`config.mk`:
```
export PLATFORM = sky130hd
export DESIGN_NAME = dither_pwm_seq
export DESIGN_NICKNAME = d
export VERILOG_FILES = /design/src/rtl/dither_pkg.sv /design/src/rtl/dither_step_seq.sv /design/src/rtl/dither_pwm_cmp.sv /design/src/rtl/dither_accum.sv /design/src/rtl/dither_pwm_seq.sv
export SDC_FILE = /design/constraint.sdc
export NUM_CORES = 1
export LEC_CHECK = 0
export BUFFER_PORTS_ARGS = -buffer_cell sky130_fd_sc_hd__buf_2
export CORE_MARGIN = 5
export CORE_UTILIZATION = 40
export DETAILED_ROUTE_END_ITERATION = 10
export PLACE_DENSITY = 0.62
export REMOVE_ABC_BUFFERS = 1
export SLEW_MARGIN = 20
export SYNTH_ARGS = -nofsm -noshare
export SYNTH_HDL_FRONTEND = slang
export SYNTH_SLANG_ARGS = --single-unit
export TNS_END_PERCENT = 30
```
`constraint.sdc`:
```
create_clock -name clk -period 2.9 [get_ports clk]
set_input_delay 0.58 -clock clk [delete_from_list [all_inputs] [get_ports clk]]
set_output_delay 0.58 -clock clk [all_outputs]
set_load 0.01 [all_outputs]
```
`src/rtl/dither_pkg.sv`:
```
package dither_pkg;

    typedef enum logic {
        PH_IDLE = 1'b0,
        PH_RUN  = 1'b1
    } phase_e;

    // Duty level of triangle step k: linear rise over the first half, mirrored fall over the second.
    function automatic int unsigned tri_level(input int unsigned k, input int unsigned osr,
                                              input int unsigned lo, input int unsigned stp);
        int unsigned half;
        half = osr / 2;
        if (k < half) return lo + k * stp;
        return lo + (osr - 1 - k) * stp;
    endfunction

endpackage

```
`src/rtl/dither_step_seq.sv`:
```
module dither_step_seq
    import dither_pkg::*;
#(
    parameter int unsigned CONV_CLKS = 56,
    parameter int unsigned OSR       = 16,
    localparam int unsigned CNT_W    = $clog2(CONV_CLKS),
    localparam int unsigned STEP_W   = $clog2(OSR)
) (
    input  logic              clk,
    input  logic              rst_n,
    input  logic              start_i,
    output logic              run_o,
    output logic              trig_o,
    output logic [STEP_W-1:0] step_o,
    output logic [CNT_W-1:0]  cnt_o
);

    localparam logic [CNT_W-1:0]  CNT_LAST  = CNT_W'(CONV_CLKS - 1);
    localparam logic [STEP_W-1:0] STEP_LAST = STEP_W'(OSR - 1);

    typedef struct packed {
        phase_e             ph;
        logic [CNT_W-1:0]   cnt;
        logic [STEP_W-1:0]  step;
    } seq_t;

    seq_t seq_d, seq_q;

    always_comb begin
        seq_d = seq_q;
        if (start_i) begin
            seq_d.ph   = PH_RUN;
            seq_d.cnt  = '0;
            seq_d.step = '0;
        end else if (seq_q.ph == PH_RUN) begin
            if (seq_q.cnt == CNT_LAST) begin
                seq_d.cnt = '0;
                if (seq_q.step == STEP_LAST) begin
                    seq_d.ph = PH_IDLE;
                end else begin
                    seq_d.step = seq_q.step + 1'b1;
                end
            end else begin
                seq_d.cnt = seq_q.cnt + 1'b1;
            end
        end
    end

    always_ff @(posedge clk) begin
        if (!rst_n) begin
            seq_q <= '0;
        end else begin
            seq_q <= seq_d;
        end
    end

    assign run_o  = (seq_q.ph == PH_RUN);
    assign trig_o = run_o && (seq_q.cnt == '0);
    assign step_o = seq_q.step;
    assign cnt_o  = seq_q.cnt;

    // a start tick is followed at once by a trigger
    assert_start_trig_R2: assert property (@(posedge clk) disable iff (!rst_n)
        start_i |=> trig_o);

    // a trigger never lasts more than one cycle
    assert_trig_single_R2: assert property (@(posedge clk) disable iff (!rst_n)
        trig_o && !start_i |=> !trig_o);

    // an idle sequencer without a start tick stays silent
    assert_idle_quiet_R2: assert property (@(posedge clk) disable iff (!rst_n)
        !run_o && !start_i |=> !trig_o);

endmodule

```
`src/rtl/dither_pwm_cmp.sv`:
```
module dither_pwm_cmp
    import dither_pkg::*;
#(
    parameter int unsigned CONV_CLKS = 56,
    parameter int unsigned OSR       = 16,
    parameter int unsigned DUTY_LO   = 0,
    parameter int unsigned DUTY_STEP = 7,
    localparam int unsigned CNT_W    = $clog2(CONV_CLKS),
    localparam int unsigned STEP_W   = $clog2(OSR)
) (
    input  logic              clk,
    input  logic              rst_n,
    input  logic              run_i,
    input  logic [STEP_W-1:0] step_i,
    input  logic [CNT_W-1:0]  cnt_i,
    output logic              pwm_o
);

    localparam logic [CNT_W-1:0] CNT_LAST = CNT_W'(CONV_CLKS - 1);

    logic [CNT_W:0] duty_tab [OSR];

    for (genvar g = 0; g < OSR; g++) begin : g_tab
        assign duty_tab[g] = (CNT_W+1)'(tri_level(g, OSR, DUTY_LO, DUTY_STEP));
    end

    assign pwm_o = run_i && ({1'b0, cnt_i} < duty_tab[step_i]);

    // every carrier period ends low, so each step yields a distinct pulse
    assert_period_ends_low_R3: assert property (@(posedge clk) disable iff (!rst_n)
        run_i && (cnt_i == CNT_LAST) |-> !pwm_o);

endmodule

```
`src/rtl/dither_accum.sv`:
```
module dither_accum #(
    parameter int unsigned ADC_W  = 12,
    parameter int unsigned OSR    = 16,
    parameter int unsigned OFFSET = 32767,
    localparam int unsigned N_W   = $clog2(OSR),
    localparam int unsigned SUM_W = ADC_W + N_W,
    localparam int unsigned OUT_W = SUM_W - 1
) (
    input  logic             clk,
    input  logic             rst_n,
    input  logic             start_i,
    input  logic             smp_valid_i,
    input  logic [ADC_W-1:0] smp_i,
    output logic [OUT_W-1:0] res_o,
    output logic             res_valid_o
);

    localparam logic [N_W-1:0]   N_LAST  = N_W'(OSR - 1);
    localparam logic [OUT_W-1:0] OFS_VAL = OUT_W'(OFFSET);

    typedef struct packed {
        logic              on;
        logic [N_W-1:0]    n;
        logic [SUM_W-1:0]  sum;
        logic [OUT_W-1:0]  res;
        logic              vld;
    } acc_t;

    acc_t acc_d, acc_q;
    logic [SUM_W-1:0] sum_next;

    always_comb begin
        acc_d     = acc_q;
        acc_d.vld = 1'b0;
        sum_next  = acc_q.sum + SUM_W'(smp_i);
        if (start_i) begin
            acc_d.on  = 1'b1;
            acc_d.n   = '0;
            acc_d.sum = '0;
        end else if (acc_q.on && smp_valid_i) begin
            acc_d.sum = sum_next;
            acc_d.n   = acc_q.n + 1'b1;
            if (acc_q.n == N_LAST) begin
                acc_d.on  = 1'b0;
                acc_d.vld = 1'b1;
                acc_d.res = OFS_VAL - sum_next[SUM_W-1:1];
            end
        end
    end

    always_ff @(posedge clk) begin
        if (!rst_n) begin
            acc_q <= '0;
        end else begin
            acc_q <= acc_d;
        end
    end

    assign res_o       = acc_q.res;
    assign res_valid_o = acc_q.vld;

    // the result strobe lasts a single cycle
    assert_valid_pulse_R5: assert property (@(posedge clk) disable iff (!rst_n)
        res_valid_o |=> !res_valid_o);

    // with no burst open, samples neither strobe nor change the result
    assert_idle_ignore_R6: assert property (@(posedge clk) disable iff (!rst_n)
        !acc_q.on && !start_i |=> !res_valid_o && $stable(res_o));

endmodule

```
`src/rtl/dither_pwm_seq.sv`:
```
module dither_pwm_seq #(
    parameter int unsigned CONV_CLKS  = 56,
    parameter int unsigned EXTRA_BITS = 3,
    parameter int unsigned ADC_W      = 12,
    parameter int unsigned DUTY_LO    = 0,
    parameter int unsigned DUTY_STEP  = 7,
    parameter int unsigned OFFSET     = (1 << (ADC_W + EXTRA_BITS)) - 1,
    localparam int unsigned OSR       = 2 << EXTRA_BITS,
    localparam int unsigned OUT_W     = ADC_W + EXTRA_BITS
) (
    input  logic             clk,
    input  logic             rst_n,
    input  logic             burst_start_i,
    input  logic             adc_valid_i,
    input  logic [ADC_W-1:0] adc_data_i,
    output logic             pwm_o,
    output logic             conv_trig_o,
    output logic [OUT_W-1:0] result_o,
    output logic             result_valid_o
);

    localparam int unsigned CNT_W  = $clog2(CONV_CLKS);
    localparam int unsigned STEP_W = $clog2(OSR);

    logic              run;
    logic [STEP_W-1:0] step;
    logic [CNT_W-1:0]  cnt;

    dither_step_seq #(
        .CONV_CLKS (CONV_CLKS),
        .OSR       (OSR)
    ) u_seq (
        .clk     (clk),
        .rst_n   (rst_n),
        .start_i (burst_start_i),
        .run_o   (run),
        .trig_o  (conv_trig_o),
        .step_o  (step),
        .cnt_o   (cnt)
    );

    dither_pwm_cmp #(
        .CONV_CLKS (CONV_CLKS),
        .OSR       (OSR),
        .DUTY_LO   (DUTY_LO),
        .DUTY_STEP (DUTY_STEP)
    ) u_cmp (
        .clk    (clk),
        .rst_n  (rst_n),
        .run_i  (run),
        .step_i (step),
        .cnt_i  (cnt),
        .pwm_o  (pwm_o)
    );

    dither_accum #(
        .ADC_W  (ADC_W),
        .OSR    (OSR),
        .OFFSET (OFFSET)
    ) u_acc (
        .clk         (clk),
        .rst_n       (rst_n),
        .start_i     (burst_start_i),
        .smp_valid_i (adc_valid_i),
        .smp_i       (adc_data_i),
        .res_o       (result_o),
        .res_valid_o (result_valid_o)
    );

endmodule

```
## After elaboration in Yosys (flattened, before gate mapping)

Memory sizes are Yosys's and may differ from the RTL's.
Index checks and enable logic that the tools add are counted.
Widths: inputs -> output; s select.

| operators by class | value |
|---|---|
| $add $sub $neg | 5 |
| order comparisons | 2 |
| eq/ne operators | 3 |
| mux-type cells | 13 |
| bitwise operators | 5 |
| reduce and logical (&&, ||, !) cells | 11 |

Operators by type and width:

| operator | number |
|---|---|
| $mux 37 | 1 |
| $mux 11 | 2 |
| $mux 21 | 1 |
| $add 16x12->16 | 1 |
| $mux 16 | 1 |
| $sub 15x15->15 const A | 1 |
| $mux 7 | 2 |
| $add 4x1->4 const B | 2 |
| $eq 4x4->1 const B | 2 |
| $mux 4 | 2 |
| $lt 6x7->1 | 1 |
| $add 6x1->6 const B | 1 |
| $eq 6x6->1 const B | 1 |
| $logic_not 6->1 | 1 |
| $mux 6 | 1 |
| $reduce_and 3->1 | 2 |
| $ge 5x5->1 const B | 1 |
| $not 4->5 | 1 |
| $not 1->1 | 4 |
| $reduce_bool 2->1 | 2 |
| $logic_and 1x1->1 | 3 |
| $mux 1 | 3 |
| $reduce_or 3->1 | 1 |
| $reduce_and 2->1 | 1 |
| $reduce_or 2->1 | 1 |

| word-level totals | value |
|---|---|
| register bits | 48 |
| bits in read-only memories | 112 |
| input bits | 16 |
| output and inout bits | 18 |
| word-level logic and storage cells | 48 |
| memories kept | 1 |

Memory list:

| memory | depth | width | read ports | clocked after memory_dff | wr ports | line | text |
|---|---|---|---|---|---|---|---|
| (name not given) | 16 | 7 | 1 | 0 | 0 | dither_pwm_cmp.sv:27 | `assign pwm_o = run_i && ({1'b0, cnt_i} < duty_tab[step_i]);` |

## Logic depth before layout (Yosys ltp)

Gate-level depths: netlist (run 1).

| logic depth | value |
|---|---|
| word-level depth | 6 |
| mapped depth | 12 |
| gate-level depth less buffers | 11 |

## By module

Synthesis (run 1) repeated with hierarchy kept, for this count alone.

| second synthesis, totals | value |
|---|---|
| cells, all modules | 359 |
| area, all modules | 3004.1 um^2 |

Modules (own cells, without submodules):

| module | instances | cells each | area an instance (um^2) | sequential area each (um^2) |
|---|---|---|---|---|
| dither_accum | 1 | 258 | 2124.5 | 740.7 |
| dither_step_seq | 1 | 64 | 551.8 | 220.2 |
| dither_pwm_cmp | 1 | 37 | 327.8 | 0.0 |

## Least setup slack after synthesis (run 1)

Ideal clock, no wire load.

| path | value |
|---|---|
| path type | register to output |
| from | register u_seq.seq_q (netlist bit u_seq.step_o[0]) |
| to | output pwm_o |
| data arrival time | 2.060 ns |
| required time | 2.320 ns |
| slack | 0.260 ns |
| stages on the path, launching flop included | 13 |
| buffers on the path | 1 |
| path through | dfxtp_1 > clkbuf_1 > inv_1 > ha_1 > nor2_1 > a21oi_1 > nor2_1 > a21oi_1 > ha_1 > a211oi_1 > o21bai_1 > a21o_1 > a21oi_1 |

| between the ends | value |
|---|---|
| word-level cells in the longest chain between the ends | 6 |

RTL lines:

| what | line | text |
|---|---|---|
| from (decl) | dither_step_seq.sv:27 | `seq_t seq_d, seq_q;` |
| from (signal assigned) | dither_step_seq.sv:53 | `seq_q <= seq_d;` |
| $not 4->5 (not written as such) | dither_pwm_cmp.sv:27 |  |
| $mem_v2 16x7 | -- |  |
| $mux 7 (not written as such) (2 in series) | dither_pwm_cmp.sv:27 |  |
| $lt 6x7->1 | dither_pwm_cmp.sv:27 |  |
| $logic_and 1x1->1 | dither_pwm_cmp.sv:27 |  |
| to (decl) | dither_pwm_seq.sv:16 | `output logic pwm_o,` |

No other way between the ends. The select of a mux whose other input is x is not followed.

## Worst setup path in the final report (run 1)

| path | value |
|---|---|
| from | register u_seq.seq_q (netlist bit u_seq.step_o[1]) |
| to | output pwm_o |

The elaborated chain is that of the path after synthesis.

==> metrics.md, run 1 <==
| Metric | Value |
|---|---|
| Initial drt markers | `70` |
| Fin cells | `around 470` |
| Peak supply drop | `187 uV` |
| Post-Route WL | `6280 um` |
| Total Routing Usage GR | `roughly 14%` |
| Vias/cell | `a little over 5` |
| Sequential area share after synthesis | `about a third` |
| Most used cell, CP | `a21oi_2` |
| Mapped Area | `between 2000 and 3000 um2` |
| Site Rows | `31` |
| Routed len/inst | `between 10 and 15 um` |
| Slew @ Worst Pin | `between 0.5 and 0.6 ns` |
| Post-route antenna net violation count | `0` |
| Final setup viols | `0` |
| Top cell type by total area after synthesis | `dfxtp_1` |
| Util after Layout | `45.4%` |
| Die H | `between 90 and 100 um` |
| Yosys warns | `0` |
| Leakage | `0.00137 uW` |
| Internal power | `a little under 1000 uW` |
| Worst Hold End | `u_acc.acc_q[19]` |
| Reg-to-reg endpoint | `u_acc.acc_q[28]` |
| Slew Limit Fails | `0` |
| Fmax | `roughly 0.36 GHz` |
| Crit-path max cell delay | `roughly 0.36 ns` |
| CTS tree | `yes` |
| Worst-path maximum fanout | `4` |
| NetSw | `295 uW` |
| Crit-path cells | `buf_4, ha_4, a21oi_1, nor2_1, a21oi_2, ha_2, o21ai_2, o21bai_1, a21o_1, a21oi_2, buf_2` |
| CTS clock-pin slew for the worst setup and hold paths | `0.09 ns` |
| Worst-Skew Late Latency | `around 0.29 ns` |
| CP arrival | `2.22 ns` |
| Sw Ratio | `23.4%` |
| Critical Path End Type | `output pin` |
| Grt ovf | `0` |
| HPWL Detailed | `~4500 um` |
| Synth Area per Inst | `approximately 8.4 um2` |
| Die ar. | `approximately 9000 um2` |
| TritonRoute pass-1 iters | `5` |
| Inserted Clock Buffers | `5` |
| Worst reg2reg path depth | `9` |
| First-pass GRT wire length | `between 10000 and 15000 um` |
| Fillers | `between 700 and 800` |
| Vias in the first global route | `approximately 2.2k` |
| H-tree depth | `2` |
| R2R Setup Slk | `~0.60 ns` |
| Initial Util | `between 40% and 50%` |
| Nature of the critical path startpoint | `flop` |
| Post-synth ARST share | `0%` |
| Cell family with most CP delay | `compound AO/OA/AOI/OAI gates` |
| Sequential power share | `roughly 53%` |
| Headroom to the max-slew limit | `about two thirds` |
| Final nets | `409` |
| Tcrit/Tclk final | `a little over nine tenths` |
| Clock share of power | `between 30% and 40%` |
| Core Footprint | `~7200 um2` |
| WS Path Type | `reg2out` |
| Hold Fails Final Rpt | `0` |
| HP Start | `u_acc.acc_q[19]` |
| GPL Wtd Cong | `roughly 0.87` |
| Post-Place Setup Slack | `between 0.2 and 0.3 ns` |
| Slowest stage cell, crit path | `dfxtp_4` |
| CTS root buffer | `clkbuf_8` |
| Dominant register cell in the synthesized netlist | `dfxtp_1` |
| Max-Cap Viols | `0` |
| Cells after DPL | `approximately 460` |
| Final worst setup slack | `about 0.098 ns` |
| Synth top area share | `approximately 33%` |
| Post-route DRC | `0` |
| Hold Path Depth | `2` |
| WP buf/inv | `2` |
| Clock buffer depth | `2` |
| # IOs | `34` |
| # diodes | `0` |
| #FFs+latches synth | `48` |
| Initial antenna violation count | `0` |
| Ranking of synthesized cells by area | `dfxtp_1 33%, ha_1 11%, a21oi_1 6.0%` |
| Via count | `~2.4k` |
| Min-Delay Path Class | `reg2reg` |
| Largest net degree at the start of global routing | `20` |
| Pwr Density | `approximately 380 nW/um2` |
| Fin crit period | `~2.8 ns` |
| Die X | `~96 um` |
| CP Data Required Time | `2.32 ns` |
| EDFF count, synth | `0` |
| FF-to-FF Start | `u_acc.acc_q[16]` |
| IO buf count | `33` |
| Share of cells above drive strength 1 | `approximately a fifth` |
| Sink Count | `48` |
| Clock Skew | `between 0.005 and 0.006 ns` |
| # hold bufs at CTS | `0` |
| Gate Count Post-Synth | `350` |
| Status | `finished clean` |
| Synth unique cells | `54` |
| Syn-to-layout area delta | `11.5%` |
| Logic pwr share | `a little under a tenth` |
==> logic make-up (layout without fill, tap and decap cells) <==
family	after synthesis	in the layout	synth area share, %
adders and majority gates	26	26	11.3
AOI/OAI and AO/OA	87	87	20.4
muxes	4	4	1.36
buffers and inverters	45	63	8.27
and+or+nand+nor	115	115	18.4
DFF	48	48	32.7
xor gates and xnor gates	25	25	7.46
==> routing by layer <==
layer  vias to the layer above  track usage (%)  share of wire [%]
li1                       1237                -                  -
met2                        56             22.4                 46
met3                         2             2.45                3.5
met5                         -                0                  0
met4                         0             3.20               0.57
met1                      1105             20.0                 50
==> cells in the mapped netlist (7+ instances only) <==
| library cell | count |
|---|---|
| a21oi_1 | 35 |
| buf_4 | 15 |
| dfxtp_1 | 48 |
| ha_1 | 25 |
| inv_1 | 14 |
| nand2_1 | 29 |
| nand3_1 | 7 |
| nand4_1 | 7 |
| nor2_1 | 46 |
| o21ai_0 | 13 |
| xnor2_1 | 11 |
| xor2_1 | 14 |
==> layout make-up <==
type | instances | area, um2 | share of cell area [%]
multi-input combinational | 257 | 1790 | 54.8
sequential | 48 | 971 | 29.7
timing repair buffer | 40 | 221 | 6.77
tap | 99 | 124 | 3.79
clock buffer | 6 | 72.6 | 2.22
inverter | 15 | 56.3 | 1.72
clock inverter | 2 | 35.0 | 1.07
==> cell usage in the layout, fill, tap and decap left out, types with 3 or more instances in the layout <==
| cell type | count |
|---|---|
| buf_4 | 6 |
| and3_1 | 4 |
| dfxtp_1 | 44 |
| nand2b_1 | 3 |
| mux2i_1 | 4 |
| o21ai_0 | 11 |
| nand3_1 | 7 |
| buf_2 | 33 |
| o21ai_2 | 3 |
| nor2_1 | 45 |
| xnor2_1 | 11 |
| o21bai_1 | 4 |
| ha_1 | 21 |
| a21oi_1 | 33 |
| a31o_2 | 3 |
| nand4_1 | 7 |
| nor3_1 | 5 |
| xor2_1 | 14 |
| a22o_1 | 5 |
| inv_1 | 14 |
| nand2_1 | 29 |
| clkbuf_8 | 5 |
| a21oi_2 | 3 |
| a211oi_1 | 5 |
==> registers in the layout (all words and copies together) (netlist names) <==
register and cells:
u_acc.res_o 15, u_seq.step_o 4, u_seq.run_o 1, u_seq.cnt_o 6, u_acc.acc_q 21, u_acc.res_valid_o 1
==> worst max-delay path by stage <==
stage	end	start	cells past startpoint
detailed placement	pwm_o	u_seq.step_o[1]	12
CTS	pwm_o	u_seq.step_o[0]	11
global route	pwm_o	u_seq.step_o[1]	11
finish	pwm_o	u_seq.step_o[1]	11
floorplan	pwm_o	u_seq.step_o[0]	11
global placement	u_acc.acc_q[28]	adc_data_i[0]	10
==> worst reg2reg max path: stages (launching register included) <==
cell and delay [ns]:
dfxtp_1 0.34, ha_1 0.16, inv_1 0.06, fa_1 0.41, nor2b_1 0.21, o211ai_2 0.12
a211oi_1 0.37, o41a_4 0.25, a21oi_1 0.07, a31o_2 0.21
==> power groups by stage <==
| stage | logic [uW] | registers [uW] | clock network [uW] |
|---|---|---|---|
| floorplan | 77.4 | 686 | 0 |
| global placement | 114 | 687 | 0 |
| detailed placement | 115 | 687 | 0 |
| CTS | 116 | 672 | 494 |
| global route | 131 | 671 | 519 |
| finish | 116 | 670 | 474 |
==> stage by stage <==
stage                     total power, uW  cell area [um2]  TNS, ns  hold slack, ns
final                                1260             3270        0           0.464
after global routing                 1320             3270  -0.0312           0.495
after CTS                            1280             3180        0           0.470
after detailed placement              803             3070        0           0.457
after global placement                801             3070        0           0.449
after floorplan                       763             2750        0           0.440
==> what timing repair did <==
| action | in CTS | in global routing |
|---|---|---|
| gates resized for setup | 1 | 21 |
| endpoints found under the setup margin | 1 | 1 |
| pin swaps | 0 | 4 |
| setup buffers | 0 | 3 |
Power figures use the tool's default switching activity.
==> run 2: changes to the inputs <==
Clock period 2.9 ns to 2.8 ns, I/O delays scaled along.
==> run 2 against run 1 <==
Compared with the run above: via count barely moved; utilization up 0.40 points; critical path type unchanged; worst hold slack got worse by 0.00066 ns.
==> metrics.md, run 2 (same netlist as run 1, synthesis figures left out) <==
| Metric | Value |
|---|---|
| Status | `finished clean` |
| Sw Ratio | `a little under a quarter` |
| Total Routing Usage GR | `14.0%` |
| Post-Place Setup Slack | `0.179 ns` |
| IO buf count | `33` |
| Critical Path End Type | `output pin` |
| Fillers | `about 750` |
| Final nets | `between 400 and 500` |
| First-pass GRT wire length | `10100 um` |
| Logic pwr share | `~9.1%` |
| Core Footprint | `7210 um2` |
| Via count | `about 2.4k` |
| Vias/cell | `roughly 5.1` |
| Die H | `95.7 um` |
| Worst reg2reg path depth | `9` |
| CP arrival | `~2.2 ns` |
| Multi-input gate area | `between 1500 and 2000 um2` |
| Share of cells above drive strength 1 | `a little over a fifth` |
| Max-Cap Viols | `0` |
| Worst Hold End | `u_acc.acc_q[19]` |
| Largest net degree at the start of global routing | `20` |
| Final worst setup slack | `approximately 0.058 ns` |
| Reg-to-reg endpoint | `u_acc.acc_q[28]` |
| Leakage | `0.00139 uW` |
| H-tree depth | `2` |
| Headroom to the max-slew limit | `67.5%` |
| Initial Util | `between 40% and 50%` |
| Die ar. | `about 9200 um2` |
| CP Launch Point | `u_seq.step_o[1]` |
| NetSw | `roughly 310 uW` |
| Sequential cell area | `around 970 um2` |
| Grt ovf | `0` |
| # hold bufs at CTS | `0` |
| R2R Setup Slk | `between 0.4 and 0.5 ns` |
| Site Rows | `31` |
| Post-route DRC | `0` |
| Nature of the critical path startpoint | `flop` |
| Worst-Skew Late Latency | `about 0.30 ns` |
| Largest Register | `u_acc.acc_q` |
| Syn-to-layout area delta | `12.4%` |
| Peak supply drop | `between 150 and 200 uV` |
| Sink Count | `between 40 and 50` |
| Hold Path Depth | `2` |
| GPL Wtd Cong | `approximately 0.86` |
| Final setup viols | `0` |
| Sequential power share | `53.0%` |
| Fin cells | `about 470` |
| Routed len/inst | `13.5 um` |
| Slew @ Worst Pin | `0.486 ns` |
| Fin crit period | `2.74 ns` |
| TritonRoute pass-1 iters | `4` |
| CTS root buffer | `clkbuf_8` |
| Cells after DPL | `between 400 and 500` |
| FF-to-FF Start | `u_acc.acc_q[16]` |
| Hold Fails Final Rpt | `0` |
| Clock Skew | `0.0113 ns` |
| Worst-path maximum fanout | `6` |
| Vias in the first global route | `between 2k and 2.5k` |
| # diodes | `0` |
| Hold WS | `roughly 0.46 ns` |
| CTS tree | `yes` |
| HPWL Detailed | `between 4000 and 5000 um` |
| WS Path Type | `reg2out` |
| Min-Delay Path Class | `reg2reg` |
| # IOs | `34` |
| Die X | `roughly 96 um` |
| CP Data Required Time | `roughly 2.2 ns` |
| Initial antenna violation count | `0` |
| Clock buffer depth | `2` |
| HP Start | `u_acc.acc_q[19]` |
| Max reg flops | `21` |
| Initial drt markers | `90` |
| Pwr Density | `around 400 nW/um2` |
| CTS clock-pin slew for the worst setup and hold paths | `approximately 0.09 ns` |
| Fmax | `about 0.36 GHz` |
| Most frequent cells in the layout | `45 x nor2_1, 45 x dfxtp_1, 33 x buf_2` |
| Internal power | `999 uW` |
| Slew Limit Fails | `0` |
| RSZ-0062 raised after global routing | `true` |
| Clock share of power | `between 30 and 40%` |
| Total Power | `1310 uW` |
| Post-Route WL | `6330 um` |
| Tcrit/Tclk final | `between 90% and 100%` |
| Post-route antenna net violation count | `0` |
| Inserted Clock Buffers | `5` |
## run 2: cell count changes in the layout (fill, tap and decap cells not counted), sizes merged
cell	delta
buf	+2
## run 2: power by group through the flow
stage / clock (uW) / sequential, uW / combinational [uW]
2_1_floorplan: 0 / 710 / 80.2
3_3_place_gp: 0 / 712 / 118
3_5_place_dp: 0 / 712 / 119
4_1_cts: 507 / 695 / 120
5_1_grt: 544 / 695 / 133
6_report: 496 / 694 / 120
## run 2: routing by layer
metal / wire (um) / vias to the layer above / track usage, %
met2: 2960 / 43 / 21.7
met1: 3090 / 1115 / 19.1
li1: - / 1239 / -
met4: 48 / 0 / 4.50
met5: 0 / - / 0
met3: 240 / 4 / 3.16
## run 2: cell type report
cell class                      instances  area share [%]
Clock buffer                            6            2.20
Multi-Input combinational cell        257            54.5
Clock inverter                          2            1.06
Tap cell                               99            3.75
Timing Repair Buffer                   42            7.28
Sequential cell                        48            29.4
Inverter                               15            1.78
## run 2: critical path, stage by stage (launching register included)
cell and delay, ns:
dfxtp_4 0.41, buf_6 0.11, ha_1 0.13, nand2b_4 0.12, o21ai_2 0.05, a21oi_1 0.14
ha_2 0.29, o21ai_2 0.14, o21bai_1 0.09, a21o_1 0.17, a21oi_2 0.11, buf_2 0.14
## run 2: worst max-delay path by stage
stage | depth (start not counted) | to
global route | 11 | pwm_o
CTS | 11 | pwm_o
finish | 11 | pwm_o
global placement | 10 | u_acc.acc_q[28]
floorplan | 11 | pwm_o
detailed placement | 10 | u_acc.acc_q[28]
## run 2: through the flow
stage | TNS, ns | instance area [um2] | util, %
after floorplan | 0 | 2750 | -
after global placement | 0 | 3070 | 42.5
after detailed placement | 0 | 3070 | 42.5
after CTS | 0 | 3220 | 44.6
after global routing | -0.0523 | 3300 | 45.8
final | 0 | 3300 | 45.8
## run 2: repair_timing
item	in CTS	in global routing
pin swaps	2	11
setup buffers	2	3
gates cloned	0	0
gates resized for setup	12	15
endpoints found under the hold margin	0	0
endpoints found under the setup margin	1	1
